===== config.mk =====
export PLATFORM = sky130hd
export DESIGN_NAME = tc_corr_updater
export DESIGN_NICKNAME = d
export VERILOG_FILES = /design/src/rtl/tc_pkg.sv /design/src/rtl/tc_timebase.sv /design/src/rtl/tc_lag_fifo.sv /design/src/rtl/tc_cf_sum.sv /design/src/rtl/tc_corr_updater.sv
export SDC_FILE = /design/constraint.sdc
export NUM_CORES = 1
export LEC_CHECK = 0
export BUFFER_PORTS_ARGS = -buffer_cell sky130_fd_sc_hd__buf_2
export CAP_MARGIN = 30
export CORE_MARGIN = 1
export CORE_UTILIZATION = 55
export CTS_BUF_LIST = sky130_fd_sc_hd__clkbuf_8
export CTS_CLUSTER_DIAMETER = 40
export DETAILED_ROUTE_END_ITERATION = 16
export PLACE_DENSITY_LB_ADDON = 0.15
export SETUP_SLACK_MARGIN = 0.1
export SLEW_MARGIN = 20
export SYNTH_ARGS = -nofsm -noshare
export SYNTH_HDL_FRONTEND = slang
export SYNTH_SLANG_ARGS = --single-unit

===== constraint.sdc =====
create_clock -name clk -period 8.35 [get_ports clk]
set_input_delay 0.4175 -clock clk [delete_from_list [all_inputs] [get_ports clk]]
set_output_delay 0.4175 -clock clk [all_outputs]
set_load 0.005 [all_outputs]

===== src/rtl/tc_pkg.sv =====
package tc_pkg;
  // Correction field placement inside the header (fixed by the message layout)
  localparam int CF_OFS    = 8;
  localparam int CF_BYTES  = 8;
  localparam int CF_END    = CF_OFS + CF_BYTES;   // first offset past the field
  localparam int CF_IDX_W  = $clog2(CF_BYTES);
  localparam int CF_SCALE  = 16;                   // fractional nanosecond bits
  localparam int CF_W      = 8 * CF_BYTES;

  typedef enum logic [3:0] {
    MSG_SYNC = 4'd0,
    MSG_DREQ = 4'd1
  } evt_msg_e;
endpackage


===== src/rtl/tc_timebase.sv =====
module tc_timebase #(
  parameter int TS_W    = 32,
  parameter int TICK_NS = 1
) (
  input  logic            clk,
  input  logic            rst_n,
  output logic [TS_W-1:0] now_ns
);
  localparam logic [TS_W-1:0] STEP = TS_W'(TICK_NS);

  always_ff @(posedge clk) begin
    if (!rst_n) now_ns <= '0;
    else        now_ns <= now_ns + STEP;
  end

  AST_TIME_STEP: assert property (@(posedge clk) disable iff (!rst_n)
    $past(rst_n) |-> now_ns == $past(now_ns) + STEP);
endmodule


===== src/rtl/tc_lag_fifo.sv =====
module tc_lag_fifo #(
  parameter int DEPTH = 16,
  parameter int HOLD  = 8
) (
  input  logic       clk,
  input  logic       rst_n,
  input  logic       frame_start,
  input  logic       in_valid,
  output logic       in_ready,
  input  logic [7:0] in_data,
  input  logic       in_last,
  output logic       out_valid,
  input  logic       out_ready,
  output logic [7:0] out_data,
  output logic       out_last,
  output logic       last_held
);
  localparam int AW = $clog2(DEPTH);
  localparam logic [AW:0] FULL_CNT = (AW+1)'(DEPTH);
  localparam logic [AW:0] HOLD_CNT = (AW+1)'(HOLD);

  logic [8:0]    mem [DEPTH];
  logic [AW-1:0] wr_ptr, rd_ptr;
  logic [AW:0]   count;
  logic          in_fire, out_fire;

  assign in_ready  = (count != FULL_CNT) && !(frame_start && count != '0);
  assign out_valid = (count != '0) && (count >= HOLD_CNT || last_held);
  assign in_fire   = in_valid && in_ready;
  assign out_fire  = out_valid && out_ready;
  assign out_data  = mem[rd_ptr][7:0];
  assign out_last  = mem[rd_ptr][8];

  always_ff @(posedge clk) begin
    if (in_fire) mem[wr_ptr] <= {in_last, in_data};
  end

  always_ff @(posedge clk) begin
    if (!rst_n) begin
      wr_ptr    <= '0;
      rd_ptr    <= '0;
      count     <= '0;
      last_held <= 1'b0;
    end else begin
      if (in_fire)  wr_ptr <= wr_ptr + 1'b1;
      if (out_fire) rd_ptr <= rd_ptr + 1'b1;
      count <= count + (AW+1)'(in_fire) - (AW+1)'(out_fire);
      if (in_fire && in_last)        last_held <= 1'b1;
      else if (out_fire && out_last) last_held <= 1'b0;
    end
  end

  AST_NO_OVERFLOW: assert property (@(posedge clk) disable iff (!rst_n)
    count <= FULL_CNT);
endmodule


===== src/rtl/tc_cf_sum.sv =====
module tc_cf_sum import tc_pkg::*; #(
  parameter int TS_W = 32
) (
  input  logic [CF_W-1:0]     cf_orig,
  input  logic [TS_W-1:0]     arr_ts,
  input  logic [TS_W-1:0]     dep_ts,
  input  logic [CF_IDX_W-1:0] sel,
  output logic [7:0]          sum_byte
);
  logic [TS_W-1:0] resid;
  logic [CF_W-1:0] resid_fx;
  logic [CF_W-1:0] cf_new;
  logic [7:0]      bytes_be [CF_BYTES];

  assign resid    = dep_ts - arr_ts;
  assign resid_fx = {{(CF_W-TS_W){1'b0}}, resid} << CF_SCALE;
  assign cf_new   = cf_orig + resid_fx;

  for (genvar b = 0; b < CF_BYTES; b++) begin : g_be
    assign bytes_be[b] = cf_new[8*(CF_BYTES-1-b) +: 8];
  end

  assign sum_byte = bytes_be[sel];
endmodule


===== src/rtl/tc_corr_updater.sv =====
module tc_corr_updater import tc_pkg::*; #(
  parameter int TS_W    = 32,
  parameter int TICK_NS = 1,
  parameter int DEPTH   = 16
) (
  input  logic            clk,
  input  logic            rst_n,
  input  logic            glb_en,
  input  logic            port_en,
  output logic [TS_W-1:0] now_ns,
  input  logic            in_valid,
  output logic            in_ready,
  input  logic [7:0]      in_data,
  input  logic            in_last,
  input  logic [TS_W-1:0] in_ts,
  output logic            out_valid,
  input  logic            out_ready,
  output logic [7:0]      out_data,
  output logic            out_last
);
  localparam int OFF_W = $clog2(CF_END) + 1;
  localparam logic [OFF_W-1:0] OFF_CF  = OFF_W'(CF_OFS);
  localparam logic [OFF_W-1:0] OFF_SAT = OFF_W'(CF_END);
  localparam logic [OFF_W-1:0] OFF_TOP = OFF_W'(CF_END - 1);

  logic [OFF_W-1:0]    in_off, out_off;
  logic                frame_start, in_fire, out_fire;
  logic [3:0]          mtype;
  logic                en_frm, cf_full;
  logic [CF_W-1:0]     cf_orig;
  logic [TS_W-1:0]     arr_ts, dep_ts;
  logic [7:0]          head_data, sum_byte;
  logic                head_last, last_held;
  logic                is_evt, in_win, fix;
  logic [CF_IDX_W-1:0] sel;

  tc_timebase #(.TS_W(TS_W), .TICK_NS(TICK_NS)) u_tb (
    .clk(clk), .rst_n(rst_n), .now_ns(now_ns)
  );

  assign frame_start = (in_off == '0);

  tc_lag_fifo #(.DEPTH(DEPTH), .HOLD(CF_BYTES)) u_fifo (
    .clk(clk), .rst_n(rst_n), .frame_start(frame_start),
    .in_valid(in_valid), .in_ready(in_ready), .in_data(in_data), .in_last(in_last),
    .out_valid(out_valid), .out_ready(out_ready), .out_data(head_data),
    .out_last(head_last), .last_held(last_held)
  );

  assign in_fire  = in_valid && in_ready;
  assign out_fire = out_valid && out_ready;

  // Input side: header capture for the frame being admitted
  always_ff @(posedge clk) begin
    if (!rst_n) begin
      in_off  <= '0;
      mtype   <= '0;
      en_frm  <= 1'b0;
      cf_full <= 1'b0;
      cf_orig <= '0;
      arr_ts  <= '0;
    end else if (in_fire) begin
      if (in_last)               in_off <= '0;
      else if (in_off != OFF_SAT) in_off <= in_off + 1'b1;
      if (frame_start) begin
        mtype   <= in_data[3:0];
        en_frm  <= glb_en && port_en;
        arr_ts  <= in_ts;
        cf_full <= 1'b0;
      end
      if (in_off >= OFF_CF && in_off < OFF_SAT)
        cf_orig <= {cf_orig[CF_W-9:0], in_data};
      if (in_off == OFF_TOP) cf_full <= 1'b1;
    end
  end

  // Output side: departure stamp and position tracking
  always_ff @(posedge clk) begin
    if (!rst_n) begin
      out_off <= '0;
      dep_ts  <= '0;
    end else if (out_fire) begin
      if (out_off == '0) dep_ts <= now_ns;
      if (head_last)               out_off <= '0;
      else if (out_off != OFF_SAT) out_off <= out_off + 1'b1;
    end
  end

  assign sel = CF_IDX_W'(out_off - OFF_CF);

  tc_cf_sum #(.TS_W(TS_W)) u_sum (
    .cf_orig(cf_orig), .arr_ts(arr_ts), .dep_ts(dep_ts),
    .sel(sel), .sum_byte(sum_byte)
  );

  assign is_evt   = (mtype == MSG_SYNC) || (mtype == MSG_DREQ);
  assign in_win   = (out_off >= OFF_CF) && (out_off < OFF_SAT);
  assign fix      = en_frm && cf_full && is_evt && in_win;
  assign out_data = fix ? sum_byte : head_data;
  assign out_last = head_last;

  AST_HOLD_STABLE: assert property (@(posedge clk) disable iff (!rst_n)
    out_valid && !out_ready |=> out_valid && $stable(out_data) && $stable(out_last));
  AST_DEP_STAMP: assert property (@(posedge clk) disable iff (!rst_n)
    out_fire && out_off == '0 |=> dep_ts == $past(now_ns));
  AST_CF_COMPLETE: assert property (@(posedge clk) disable iff (!rst_n)
    out_valid && out_off == OFF_CF && !last_held |-> cf_full);
endmodule


* After elaboration in Yosys (flattened, before gate mapping)
Memory sizes are Yosys's and may differ from the RTL's. A register that Yosys moved wholly into a read port is not among the register bits.
Cells that the tools add are included.
** Word-level totals
- Bits in writable memories :: 144
- Word-level logic and storage cells :: 82
- Bits in registers :: 190
- Memories kept :: 1
** Memories
- u_fifo.mem :: depth 16, bits a word 9, rd ports 1, clocked after memory_dff 1, write ports 1, line tc_lag_fifo.sv:22 : logic [8:0] mem [DEPTH];
** Operators by class
- Muxes and demuxes :: 16
- $lt $le $gt $ge :: 6
- Equality and inequality tests :: 5
- Reductions and logical operators :: 30
- Bitwise gates (word level) :: 1
- $add $sub $neg :: 10
** Operators by type and width (number)
- 64-bit by 48-bit adder with 64-bit output :: 1
- 32-bit by 1-bit adder with 32-bit output (second input constant) :: 1
- 32-bit subtractor :: 1
- 8-bit binary-select mux with 3-bit select :: 1
- 8-bit two-way mux :: 3
- 5-bit two-way mux :: 4
- 5-bit by 4-bit >= comparator with 1-bit output (second input constant) :: 3
- 5-bit inequality test (second input constant) :: 3
- 1-bit logical AND :: 13
- 2-bit AND reduction :: 6
- 5-bit by 1-bit adder with 5-bit output (second input constant) :: 2
- 5-bit logical NOT :: 2
- 5-bit less-than comparator (second input constant) :: 2
- 4-bit by 1-bit adder with 4-bit output (second input constant) :: 2
- 4-bit two-way mux :: 2
- 2-bit nonzero test :: 4
- 1-bit two-way mux :: 6
- 5-bit by 1-bit adder with 5-bit output :: 1
- 5-bit by 4-bit == test with 1-bit output (second input constant) :: 1
- 5-bit nonzero test :: 1
- 5-bit by 1-bit subtractor with 5-bit output :: 1
- 4-bit by 1-bit == test with 1-bit output (second input constant) :: 1
- 4-bit >= comparator (second input constant) :: 1
- 4-bit logical NOT :: 1
- other kinds (4) :: 5

* Logic depth before layout (Yosys ltp)
Gate-level depths: netlist (run 1).
- Depth in word-level cells :: 7
- Mapped depth :: 23
- Gate-level depth less buffers :: 22

* Cells and area by module
Synthesis (run 1) repeated with hierarchy kept, for this count alone.
** Second synthesis, totals
- Cell total of the unflattened synthesis :: 1794
- Area total of the unflattened synthesis :: 18241.2 um2
** Modules (own cells, without submodules)
- tc_lag_fifo :: sequential area each 4684.5 um2, area an instance 6545.0 um2, times used 1, cells each 321
- tc_corr_updater :: sequential area each 2862.7 um2, area an instance 5761.8 um2, times used 1, cells each 672
- tc_cf_sum :: sequential area each 0.0 um2, area an instance 4468.0 um2, times used 1, cells each 633
- tc_timebase :: sequential area each 640.6 um2, area an instance 1466.4 um2, times used 1, cells each 168

* Worst setup path after synthesis (run 1)
OpenSTA, ideal clock, no wires.
- Kind :: reg-to-output
- Start :: register arr_ts[2]
- End :: output port out_data[6]
- Data required time :: 7.933 ns
- Cell stages (with the launch flop) :: 23
- Data arrival time :: 5.115 ns
- Buffers on the path :: 1
- Setup slack :: 2.817 ns
- Path through :: dfxtp_1 inv_1 ha_1 nor2b_1 o31a_1 o31a_1 o31a_1 or3_1 a31oi_1 o21ai_1 a2111oi_0 nor3_1 ha_1 buf_2 nand2_1 or4_4 nor3_4 o2111ai_2 a211oi_4 o21ai_4 mux2_4 o221ai_2 o211ai_1
** Between the ends
- Cells in the longest elaborated chain, start to end :: 6
** Ends and longest elaborated chain
- start, declared :: line tc_corr_updater.sv:31 : logic [TS_W-1:0] arr_ts, dep_ts;
- start signal, assigned :: line tc_corr_updater.sv:68 : arr_ts <= in_ts;
- 32-bit subtractor :: line tc_cf_sum.sv:15 : assign resid = dep_ts - arr_ts;
- 64-bit by 48-bit adder with 64-bit output :: line tc_cf_sum.sv:17 : assign cf_new = cf_orig + resid_fx;
- 8-bit binary-select mux with 3-bit select :: line tc_cf_sum.sv:23 : assign sum_byte = bytes_be[sel];
- 8-bit two-way mux (implied by the code) (2 in series) :: line tc_cf_sum.sv:23
- 8-bit two-way mux :: line tc_corr_updater.sv:99 : assign out_data = fix ? sum_byte : head_data;
- end, declared :: line tc_corr_updater.sv:18 : output logic [7:0] out_data,
No other way between the ends. The select of a mux whose other input is x is not followed.

* Worst setup path in the final report (run 1)
- Start :: register arr_ts[2]
- End :: output port out_data[4]
The elaborated chain is that of the path after synthesis.

==> results of run 1 <==
## synth_stat cells (all sizes together) (6+ instances only)
master / n / area, um2
edfxtp: 144 / 4320
a22oi: 6 / 45.0
and3: 25 / 156
or3: 15 / 93.8
nor2: 66 / 248
nor3: 24 / 131
a21o: 30 / 225
dfxtp: 193 / 3860
xor2: 24 / 210
nand2: 352 / 1320
o21a: 12 / 90.1
nor2b: 13 / 81.3
o21ai: 57 / 297
a31oi: 13 / 81.3
mux4: 49 / 1100
nand4: 18 / 113
o31ai: 8 / 60.1
a21boi: 146 / 1100
ha: 87 / 1090
a21oi: 79 / 395
buf: 16 / 77.6
and4: 6 / 52.6
a211oi: 11 / 95.1
nand3: 40 / 200
o211ai: 9 / 67.6
xnor2: 61 / 534
clkbuf: 68 / 255
inv: 67 / 251
and2: 40 / 250
nand2b: 15 / 93.8
nor3b: 6 / 45.0
## kinds of logic (layout without fill, tap and decap cells)
logic type                 count (synthesis)  count (layout)
AOI/OAI and AO/OA                        423             423
and+or+nand+nor                          637             637
buffers and inverters                    153             313
xor gates and xnor gates                  85              85
muxes                                     57              57
DFF                                      337             337
adders and majority gates                 90              90
## layout make-up
type                       count  area (um2)
fill                        2648       11600
sequential                   337        8190
inverter                      69         259
tap                          402         503
timing repair buffer         130         846
clock buffer                  67         922
multi-input combinational   1292        8960
clock inverter                47         354
## sequential cells by signal, summed over array words and instances, names as in the netlist, named ones only
name and cells:
arr_ts 32, cf_full 1, cf_orig 64, dep_ts 32, en_frm 1, in_off 5, mtype 3, out_off 5
u_fifo.count 5, u_fifo.last_held 1, u_fifo.mem 144, u_fifo.rd_ptr 4, u_fifo.wr_ptr 4, u_tb.now_ns 32
## per-stage QoR
stage               cell area [um2]  power (mW)
finish                        20000        6.03
floorplan                     17700        3.77
global route                  20000        6.40
CTS                           20000        6.06
global placement              18400        4.39
detailed placement            18400        4.43
## worst max-delay path by stage
| stage | from | endpoint |
|---|---|---|
| CTS | arr_ts[2]$_SDFFE_PN0P_ | out_data[2] |
| finish | arr_ts[2]$_SDFFE_PN0P_ | out_data[4] |
| floorplan | arr_ts[2]$_SDFFE_PN0P_ | out_data[6] |
| global route | arr_ts[2]$_SDFFE_PN0P_ | out_data[4] |
| global placement | arr_ts[2]$_SDFFE_PN0P_ | out_data[4] |
| detailed placement | arr_ts[2]$_SDFFE_PN0P_ | out_data[6] |
## where the power goes
| part | total, mW | internal [mW] | switching (mW) |
|---|---|---|---|
| logic | 2.58 | 1.01 | 1.57 |
| registers | 1.85 | 1.80 | 0.0439 |
| clock network | 1.60 | 0.899 | 0.705 |
## critical path, stage by stage, from the launching register on
cell and delay, ns:
dfxtp_1 0.34, inv_1 0.05, ha_1 0.33, nor2b_1 0.16, o31a_1 0.29, o31a_1 0.31, o31a_1 0.29, or3_1 0.34
a31oi_1 0.18, o21ai_1 0.13, a2111oi_0 0.45, nor3_1 0.12, ha_1 0.46, nand2_1 0.18, or4_4 0.55, nor3_4 0.16
o2111ai_2 0.17, a211oi_4 0.39, o21ai_4 0.17, nor3_1 0.19, o21ai_0 0.11, a41oi_1 0.36, buf_2 0.19
## metal layers
layer  vias to the layer above  routed length, um  GRT usage, %
li1                       6616                  -             -
met1                      6505              18400          33.3
met2                       284              22600          48.2
met3                        62               1700          3.95
met4                         0               1030          9.02
met5                         -                  0             0
## what timing repair did
action / in CTS / in global routing
buffers inserted: 0 / 0
hold endpoints to repair: 27 / 0
hold buffers: 28 / 0
==> summary.md, run 1 <==
| Metric | Value |
|---|---|
| Status | completed |
| Synth Area in Compound Gates | 16.5% |
| Synth Area in Simple Gates | 16.5% |
| Placed insts | 2200 |
| Layout Nets | 2027 |
| Core ar. | 0.0316 mm2 |
| Starting Density | 56.0% |
| Reg2reg end | u_fifo.count[4]$_SDFF_PN0_ |
| Setup Skew | 0.0233 ns |
| Post-Syn Area per Cell | 9.94 um2 |
| Die Span Y | 181 um |
| Fmax | 0.143 GHz |
| Final worst path period share | 83.5% |
| Lkg Pwr | 7.53 nW |
| Adder-cell share of the synthesized area | 6.49% |
| Final hold violations | 0 |
| Hold slack | 0.0415 ns |
| Final setup fails | 0 |
| Highest net fanout along the worst path | 9 |
| Port bufs | 89 |
| Yosys warning count | 0 |
| Final worst slack | 1.38 ns |
| DRT Pass-1 Iters | 5 |
| GRT Resource Usage Total | 26.9% |
| Final Slew Violations | 0 |
| Critical Path AT | 6.55 ns |
| Rel. slew slack | 39.3% |
| Peak VDD IR | 0.200 mV |
| RSZ-0062 raised after global routing | false |
| PwrDens | 301 mW/mm2 |
| Hold path depth | 3 |
| Worst slack at placement | 2.21 ns |
| Max-Cap Viols | 0 |
| Reg2Reg Setup Slack | 5.26 ns |
| Post-synth ARST share | 0% |
| Buffer depth of the longest clock path | 3 |
| Clock Tree Root | clkbuf_8 |
| WL/cell | 18.7 um |
| Final TNS setup | 0 ns |
| Crit Path Class | reg -> out |
| Dominant synthesized flop cell | dfxtp_1 |
| Grt ovf | 0 |
| Num ports | 90 |
| Clock Latency Late Sink | 0.66 ns |
| Crit end category | output port |
| HP Start | in_ts[28] |
| Critical path startpoint category | flip-flop |
| Post-synth EDFFs | 144 |
| DIE AREA | 0.0329 mm2 |
| Crit path time final | 6.97 ns |
| DRT antenna net count | 0 |
| Worst-path clk slew | 0.06 ns |
| Number of cells on the worst reg-to-reg path | 16 |
| CTS tree | built |
| Area Overhead vs Synth | 13.2% |
| Routed Wire Length | 43.7 mm |
| TritonCTS Buffers | 60 |
| FF-to-FF Start | u_fifo.count[2]$_SDFF_PN0_ |
| Sequential area share after synthesis | 46.2% |
| Vias in the first global route | 13.4k |
| Final core utilization | 63.3% |
| Clock sinks | 337 |
| Synth unique cells | 77 |
| Hold Crit Class | in -> reg |
| Commonest non-fill, non-tap cell in the layout | nand2_1 |
| Placer congestion estimate | 0.915 |
| Post-synthesis mux area share | 6.73% |
| Via count | 13.5k |
| Largest family of logic cells by synthesized area | simple AND/OR/NAND/NOR gates |
| #FFs+latches synth | 337 |
| Post-cts resize count | 0 |
| Layout cells sized above 1 | 13.6% |
| First-pass GRT wire length | 70.1 mm |
| Initial antenna violation count | 0 |
| DR iter-0 viols | 874 |
| Slew @ Worst Pin | 0.907 ns |
| Die X-Extent | 181 um |
| Commonest cells after routing, fill and taps aside | nand2_1 (351), dfxtp_1 (192), a21boi_0 (145) |
| Largest net degree at the start of global routing | 115 |
| Hold EP | arr_ts[28]$_SDFFE_PN0P_ |
| Worst Path Required | 7.93 ns |
| Antenna diode count | 0 |
| DP HPWL | 30.9 mm |
| XOR/XNOR Fraction of Synth Area | 4.20% |
| Area of the mapped netlist | 0.0177 mm2 |
| Mapped Nets | 1919 |
| Non-Filler Instances | 2344 |
| Htree depth | 2 |
| Vias per cell | 5.75 |
| Row count | 65 |
| Mapped Cells | 1782 |
| DRC Markers | 0 |
No activity file was read; power rests on OpenSTA's default activity.
==> run 2, diff against run 1 <==
--- a/config.mk
+++ b/config.mk
@@ -5,6 +5,7 @@
 export SDC_FILE = /design/constraint.sdc
 export NUM_CORES = 1
 export LEC_CHECK = 0
+export ABC_AREA = 1
 export BUFFER_PORTS_ARGS = -buffer_cell sky130_fd_sc_hd__buf_2
 export CAP_MARGIN = 30
 export CORE_MARGIN = 1
==> constraint.sdc (replaced) <==
create_clock -name clk -period 7.1 [get_ports clk]
set_input_delay 0.355 -clock clk [delete_from_list [all_inputs] [get_ports clk]]
set_output_delay 0.355 -clock clk [all_outputs]
set_load 0.005 [all_outputs]
==> summary.md, run 2 <==
| Metric | Value |
|---|---|
| Setup Skew | 0.0323 ns (+0.00901 ns) |
| Lkg Pwr | 9.11 nW (+21%) |
| Port bufs | 89 (unchanged) |
| Final Power | 11.2 mW (+86%) |
| Slew @ Worst Pin | 0.868 ns (-0.0394 ns) |
| Most instantiated cells after synthesis | nand2_1 (490), inv_1 (345), a21oi_1 (252), o21ai_0 (252), nor2_1 (232) |
| Ranking of synthesized cells by area | edfxtp_1 (23%), dfxtp_1 (20%), nand2_1 (9.8%) |
| Reg2Reg Setup Slack | 3.86 ns (-1.40 ns) |
| Reg2reg end | cf_orig[51]$_SDFFE_PN0P_ |
| Cts hold-fix bufs | 29 (+3.6%) |
| DP HPWL | 37.4 mm (+21%) |
| CP peak stage delay | 0.43 ns (-0.12 ns) |
| Yosys warning count | 0 (unchanged) |
| Int Pwr | 5.47 mW (+47%) |
| First-pass GRT wire length | 81.5 mm (+16%) |
| Hold slack | 0.0495 ns (+0.00805 ns) |
| GRT Resource Usage Total | 29.2% (+2.2 points) |
| RSZ-0062 raised after global routing | false |
| Crit end category | output port |
| FF-to-FF Start | in_off[0]$_SDFFE_PN0P_ |
| Mapped Nets | 2612 (+36%) |
| CTS tree | built |
| Critical Path AT | 4.96 ns (-1.59 ns) |
| Sequential area share after synthesis | 43.4% (-2.8 points) |
| Area leader, netlist | edfxtp_1 |
| Die X-Extent | 187 um (+3.1%) |
| Fmax | 0.188 GHz |
| Critical path startpoint category | flip-flop |
| Dominant synthesized flop cell | dfxtp_1 |
| Grt ovf | 0 (unchanged) |
| Routed Wire Length | 51.2 mm (+17%) |
| Synth unique cells | 55 (-29%) |
| Worst-path clk slew | 0.06 ns (about the same) |
| Clock sinks | 337 (unchanged) |
| Combinational power share | 62.5% (+20 points) |
| Placer congestion estimate | 0.985 (+7.6%) |
| Most frequent cell after synthesis | nand2_1 |
| Layout cells sized above 1 | 9.91% (-3.7 points) |
| Starting Density | 56.1% (+0.10 points) |
| Highest net fanout along the worst path | 5 (-4) |
| Crit Path Class | reg -> out |
| Via count | 16.9k (+26%) |
| Hold path depth | 3 (unchanged) |
| Max FFs per register | 144 (unchanged) |
| Vias in the first global route | 15.8k (+18%) |
| Post-synth EDFFs | 144 (unchanged) |
| DRT Pass-1 Iters | 6 (+1) |
| Filler cell count | 2988 (+13%) |
| Peak VDD IR | 0.264 mV (+32%) |
| Status | completed |
| Post-synth ARST share | 0% (unchanged) |
| Critical Path Source | arr_ts[20]$_SDFFE_PN0P_ |
| Post-CTS Setup Bufs | 0 (unchanged) |
| Htree depth | 2 (unchanged) |
| Core ar. | 0.0336 mm2 (+6.3%) |
| TritonCTS Buffers | 58 (-3.3%) |
| Seq pwr share | 21.1% (-9.5 points) |
| Rel. slew slack | 42.1% (+2.8 points) |
| Layout Nets | 2732 (+35%) |
| Hold Crit Class | in -> reg |
| Multi-input gate area | 0.00893 mm2 (-0.35%) |
| Yosys top cell area share | 22.9% (-1.5 points) |
| DRT antenna net count | 0 (unchanged) |
| Final setup fails | 0 (unchanged) |
| Final worst path period share | 74.8% |
| Max-Cap Viols | 0 (unchanged) |
| Area of the mapped netlist | 0.0188 mm2 (+6.5%) |
| Initial antenna violation count | 0 (unchanged) |
| Die Span Y | 187 um (+3.1%) |
| Switching Power | 5.72 mW (+150%) |
| Final Slew Violations | 0 (unchanged) |
| Largest regs | u_fifo.mem: 144 flops, cf_orig: 64 flops |
| FF/Latch Area | 0.00819 mm2 (unchanged) |
| Number of cells on the worst reg-to-reg path | 11 (-5) |
| Row count | 67 (+3.1%) |
| Post-cts resize count | 0 (unchanged) |
| Critical path capture point | out_data[6] |
| Post-Syn Area per Cell | 7.62 um2 (-23%) |
| Final TNS setup | 0 ns (unchanged) |
| Commonest non-fill, non-tap cell in the layout | nand2_1 |
| Crit path time final | 5.31 ns |
| DRC Markers | 0 (unchanged) |
| DR iter-0 viols | 1318 (+51%) |
| Buffer depth of the longest clock path | 3 (unchanged) |
| PwrDens | 527 mW/mm2 (+75%) |
| Worst Path Required | 6.74 ns (-1.19 ns) |
| Num ports | 90 (unchanged) |
| Top reg by flops | u_fifo.mem |
| Clock power frac | 16.3% (-10 points) |
| #FFs+latches synth | 337 (unchanged) |
| Vias per cell | 5.47 (-4.8%) |
| Sw frac | 51.1% (+13 points) |
| Clock Latency Late Sink | 0.65 ns (about the same) |
| Area Overhead vs Synth | 12.8% |
| DIE AREA | 0.0350 mm2 (+6.4%) |
| Final hold violations | 0 (unchanged) |
| Antenna diode count | 0 (unchanged) |
| WL/cell | 16.6 um (-11%) |
| Mapped Cells | 2475 (+39%) |
| Crit path top cell by count | nand2_1 |
| Max stage delay cell, worst path | nor4_2 |
| Commonest cells after routing, fill and taps aside | nand2_1 (490), inv_1 (358), a21oi_1 (252), o21ai_0 (252), nor2_1 (232) |
| Clock Tree Root | clkbuf_8 |
| Largest net degree at the start of global routing | 95 (-17%) |
run 2: cell types whose count changed in the layout (fill, tap and decap cells not counted), moves of 139 or more:
cell | before | now
a21oi_1 | 79 | 252
nor2_1 | 66 | 232
a21boi_0 | 145 | 1
inv_1 | 83 | 358
nand2_1 | 351 | 490
o21ai_0 | 53 | 252
run 2: worst min path at each step:
stage | endpoint | start | slack, ns
after floorplan | mtype[2]$_SDFFE_PN0P_ | mtype[2]$_SDFFE_PN0P_ | 0.43
after global placement | mtype[2]$_SDFFE_PN0P_ | mtype[2]$_SDFFE_PN0P_ | 0.44
after detailed placement | cf_orig[11]$_SDFFE_PN0P_ | cf_orig[11]$_SDFFE_PN0P_ | 0.45
after CTS | arr_ts[0]$_SDFFE_PN0P_ | in_ts[0] | 0.0003
after global routing | arr_ts[0]$_SDFFE_PN0P_ | in_ts[0] | 0.02
final | arr_ts[0]$_SDFFE_PN0P_ | in_ts[0] | 0.05
run 2: kinds of logic (layout without fill, tap and decap cells):
family | Yosys count | count (layout) | synth area share (%)
simple gates | 953 | 953 | 21.7
compound gates | 609 | 609 | 17.6
buf+inv | 445 | 614 | 9.20
flops | 337 | 337 | 43.4
fa+ha+maj | 90 | 90 | 6.09
xor+xnor | 41 | 41 | 1.91
run 2: area by class of cell:
| type | count | area share, % |
|---|---|---|
| multi-input cells | 1693 | 42.0 |
| inverters | 358 | 6.32 |
| well taps | 448 | 2.64 |
| flip-flops and latches | 337 | 38.5 |
| clock inverters | 39 | 1.31 |
| clock buffers | 70 | 4.53 |
| repair buffers | 147 | 4.66 |
run 2: stage by stage:
step | worst slack (ns) | instance area (um2) | std cells | utilization (%)
finish | 1.79 | 21300 | 3092 | 63.2
detailed placement | 2.51 | 19600 | 2943 | 58.4
global route | 1.36 | 21300 | 3092 | 63.2
global placement | 2.49 | 19500 | 2934 | 58.1
CTS | 1.80 | 21200 | 3081 | 63.0
floorplan | 3.36 | 18800 | 2475 | -
run 2: power groups by stage:
stage / Combinational [mW] / Sequential (mW) / Clock (mW)
after floorplan: 5.05 / 2.36 / 0
after global placement: 6.73 / 2.40 / 0
after detailed placement: 6.86 / 2.41 / 0
after CTS: 6.91 / 2.37 / 1.87
after global routing: 7.77 / 2.39 / 1.95
final: 7.00 / 2.37 / 1.83
run 2: critical path: cells and delay by family, from the launching register on:
family | cells | cell delay (ns)
AO/OA/AOI/OAI | 2 | 0.35
adder cells (fa/ha/maj) | 2 | 0.80
buffers and inverters | 3 | 0.26
flip-flops | 1 | 0.31
AND/OR/NAND/NOR | 22 | 2.57
run 2: layer usage:
metal	part of all wire [%]	up-vias	global-route usage (%)	routed length (um)
li1	-	8493	-	-
met1	47	7772	41.5	23900
met2	44	553	44.4	22500
met5	0	-	0	0
met3	6.3	98	4.78	3230
met4	3.2	0	11.3	1620
==> run 3, diff against run 2 <==
==> constraint.sdc (replaced) <==
create_clock -name clk -period 5.3 [get_ports clk]
set_input_delay 0.265 -clock clk [delete_from_list [all_inputs] [get_ports clk]]
set_output_delay 0.265 -clock clk [all_outputs]
set_load 0.005 [all_outputs]
==> summary.md, run 3 (synthesis results as in run 2) <==
| Metric | Value |
|---|---|
| Largest net degree at the start of global routing | 74 (-22%) |
| DRC Markers | 0 (unchanged) |
| Initial antenna violation count | 0 (unchanged) |
| Row count | 67 (unchanged) |
| Clock Latency Late Sink | 0.68 ns (+0.03 ns) |
| DIE AREA | 0.0350 mm2 (unchanged) |
| Reg2reg end | dep_ts[5]$_SDFFE_PN0P_ |
| Buffer depth of the longest clock path | 3 (unchanged) |
| Layout cells sized above 1 | 12.1% (+2.2 points) |
| First-pass GRT wire length | 83.0 mm (+1.8%) |
| Hold EP | u_fifo.mem[14][8]$_DFFE_PP_ |
| Vias per cell | 5.50 (+0.61%) |
| DRT antenna net count | 0 (unchanged) |
| DR iter-0 viols | 1392 (+5.6%) |
| Commonest non-fill, non-tap cell in the layout | nand2_1 |
| Htree depth | 2 (unchanged) |
| Crit path top cell by count | nand2_1 |
| Final hold violations | 0 (unchanged) |
| Worst Path Required | 5.04 ns (-1.70 ns) |
| DP HPWL | 37.8 mm (+1.1%) |
| Hold path depth | 1 (-2) |
| Clock sinks | 337 (unchanged) |
| Final worst path period share | 93.1% |
| Placer congestion estimate | 1.02 (+4.0%) |
| Max stage delay cell, worst path | ha_4 |
| WL/cell | 16.8 um (+1.4%) |
| Vias in the first global route | 15.9k (+0.76%) |
| Highest net fanout along the worst path | 4 (-1) |
| GRT Resource Usage Total | 29.7% (+0.51 points) |
| Final TNS setup | 0 ns (unchanged) |
| Final Slew Violations | 0 (unchanged) |
| Rel. slew slack | 36.6% (-5.4 points) |
| Commonest cells after routing, fill and taps aside | nand2_1 (476), inv_1 (362), o21ai_0 (249) |
| CP peak stage delay | 0.33 ns (-0.10 ns) |
| Area Overhead vs Synth | 14.8% |
| Core ar. | 0.0336 mm2 (unchanged) |
| Max-Cap Viols | 0 (unchanged) |
| Antenna diode count | 0 (unchanged) |
| Fmax | 0.203 GHz |
| Largest regs | u_fifo.mem: 144 flops, cf_orig: 64 flops |
| Port bufs | 89 (unchanged) |
| Via count | 17.1k (+1.1%) |
| Clock Tree Root | clkbuf_8 |
| DRT Pass-1 Iters | 8 (+2) |
| Top reg by flops | u_fifo.mem |
| RSZ-0062 raised after global routing | false |
| TritonCTS Buffers | 59 (+1.7%) |
| Status | completed |
| Critical path startpoint category | flip-flop |
| Critical Path Source | arr_ts[2]$_SDFFE_PN0P_ |
| Die X-Extent | 187 um (unchanged) |
| Hold Crit Class | in -> reg |
| Crit Path Class | reg -> out |
| FF-to-FF Start | out_off[1]$_SDFFE_PN0P_ |
| Grt ovf | 0 (unchanged) |
| Routed Wire Length | 52.2 mm (+1.9%) |
| Final setup fails | 0 (unchanged) |
| Num ports | 90 (unchanged) |
| Die Span Y | 187 um (unchanged) |
| Worst-path clk slew | 0.06 ns (about the same) |
| Crit end category | output port |
| Setup Skew | 0.0394 ns (+0.00707 ns) |
| Max FFs per register | 144 (unchanged) |
| Reg2Reg Setup Slack | 2.03 ns (-1.83 ns) |
| Slew @ Worst Pin | 0.947 ns (+0.0788 ns) |
| Critical Path AT | 4.67 ns (-0.29 ns) |
| Number of cells on the worst reg-to-reg path | 8 (-3) |
| Layout Nets | 2749 (+0.62%) |
| CTS tree | built |
| Crit path time final | 4.94 ns |
| HP Start | in_last |
| Starting Density | 56.1% (unchanged) |
| Filler cell count | 2954 (-1.1%) |
==> run 3: worst max-delay path by stage <==
stage | to | slack (ns) | depth (start not counted)
after global placement | out_data[7] | 0.76 | 28
after floorplan | out_data[3] | 1.65 | 29
final | out_data[6] | 0.36 | 31
after CTS | out_data[6] | 0.12 | 29
after detailed placement | out_data[7] | 0.74 | 28
after global routing | out_data[6] | 0.07 | 31
==> run 3: layer usage <==
| metal | track usage, % | wire [um] | share of wire (%) | up-vias |
|---|---|---|---|---|
| met4 | 9.96 | 1440 | 2.8 | 0 |
| met2 | 45.1 | 23000 | 44 | 534 |
| met3 | 4.80 | 3470 | 6.7 | 85 |
| met1 | 42.9 | 24300 | 47 | 7950 |
| li1 | - | - | - | 8539 |
| met5 | 0 | 0 | 0 | - |
==> run 3: worst max-delay path: cells and delay by family, from the launching register on <==
family,cells,cell delay [ns]
flops,1,0.31
buf+inv,4,0.32
fa+ha+maj,2,0.59
compound gates,4,0.63
simple gates,21,2.14
==> run 3: final cells by class <==
| type | count | area, um2 | share of cell area [%] |
|---|---|---|---|
| clock inverters | 45 | 274 | 1.27 |
| repair buffers | 163 | 1140 | 5.26 |
| well taps | 448 | 561 | 2.59 |
| inverters | 358 | 1340 | 6.21 |
| clock buffers | 64 | 881 | 4.07 |
| multi-input cells | 1693 | 9250 | 42.8 |
| flip-flops and latches | 337 | 8190 | 37.8 |
==> run 3: what timing repair did <==
item,in CTS,in global routing
hold buffers,44,0
pin swaps,0,16
gates resized for setup,3,77
setup endpoints to repair,2,8
setup buffers,0,5
endpoints found under the hold margin,164,0
==> run 3: stage by stage <==
step           util, %  hold slack (ns)  std cells  area (um2)  setup slack, ns
2_1_floorplan        -            0.364       2475       18800             1.65
3_3_place_gp      58.2            0.444       2936       19600            0.756
3_5_place_dp      58.5            0.449       2945       19600            0.738
4_1_cts           63.2         0.000558       3098       21300            0.125
5_1_grt           64.4           0.0198       3108       21600           0.0716
6_report          64.4           0.0401       3108       21600            0.364
Power of run 3 is not shown: default switching activity piles up to over one toggle a cycle in this logic, so the estimate is an artifact.
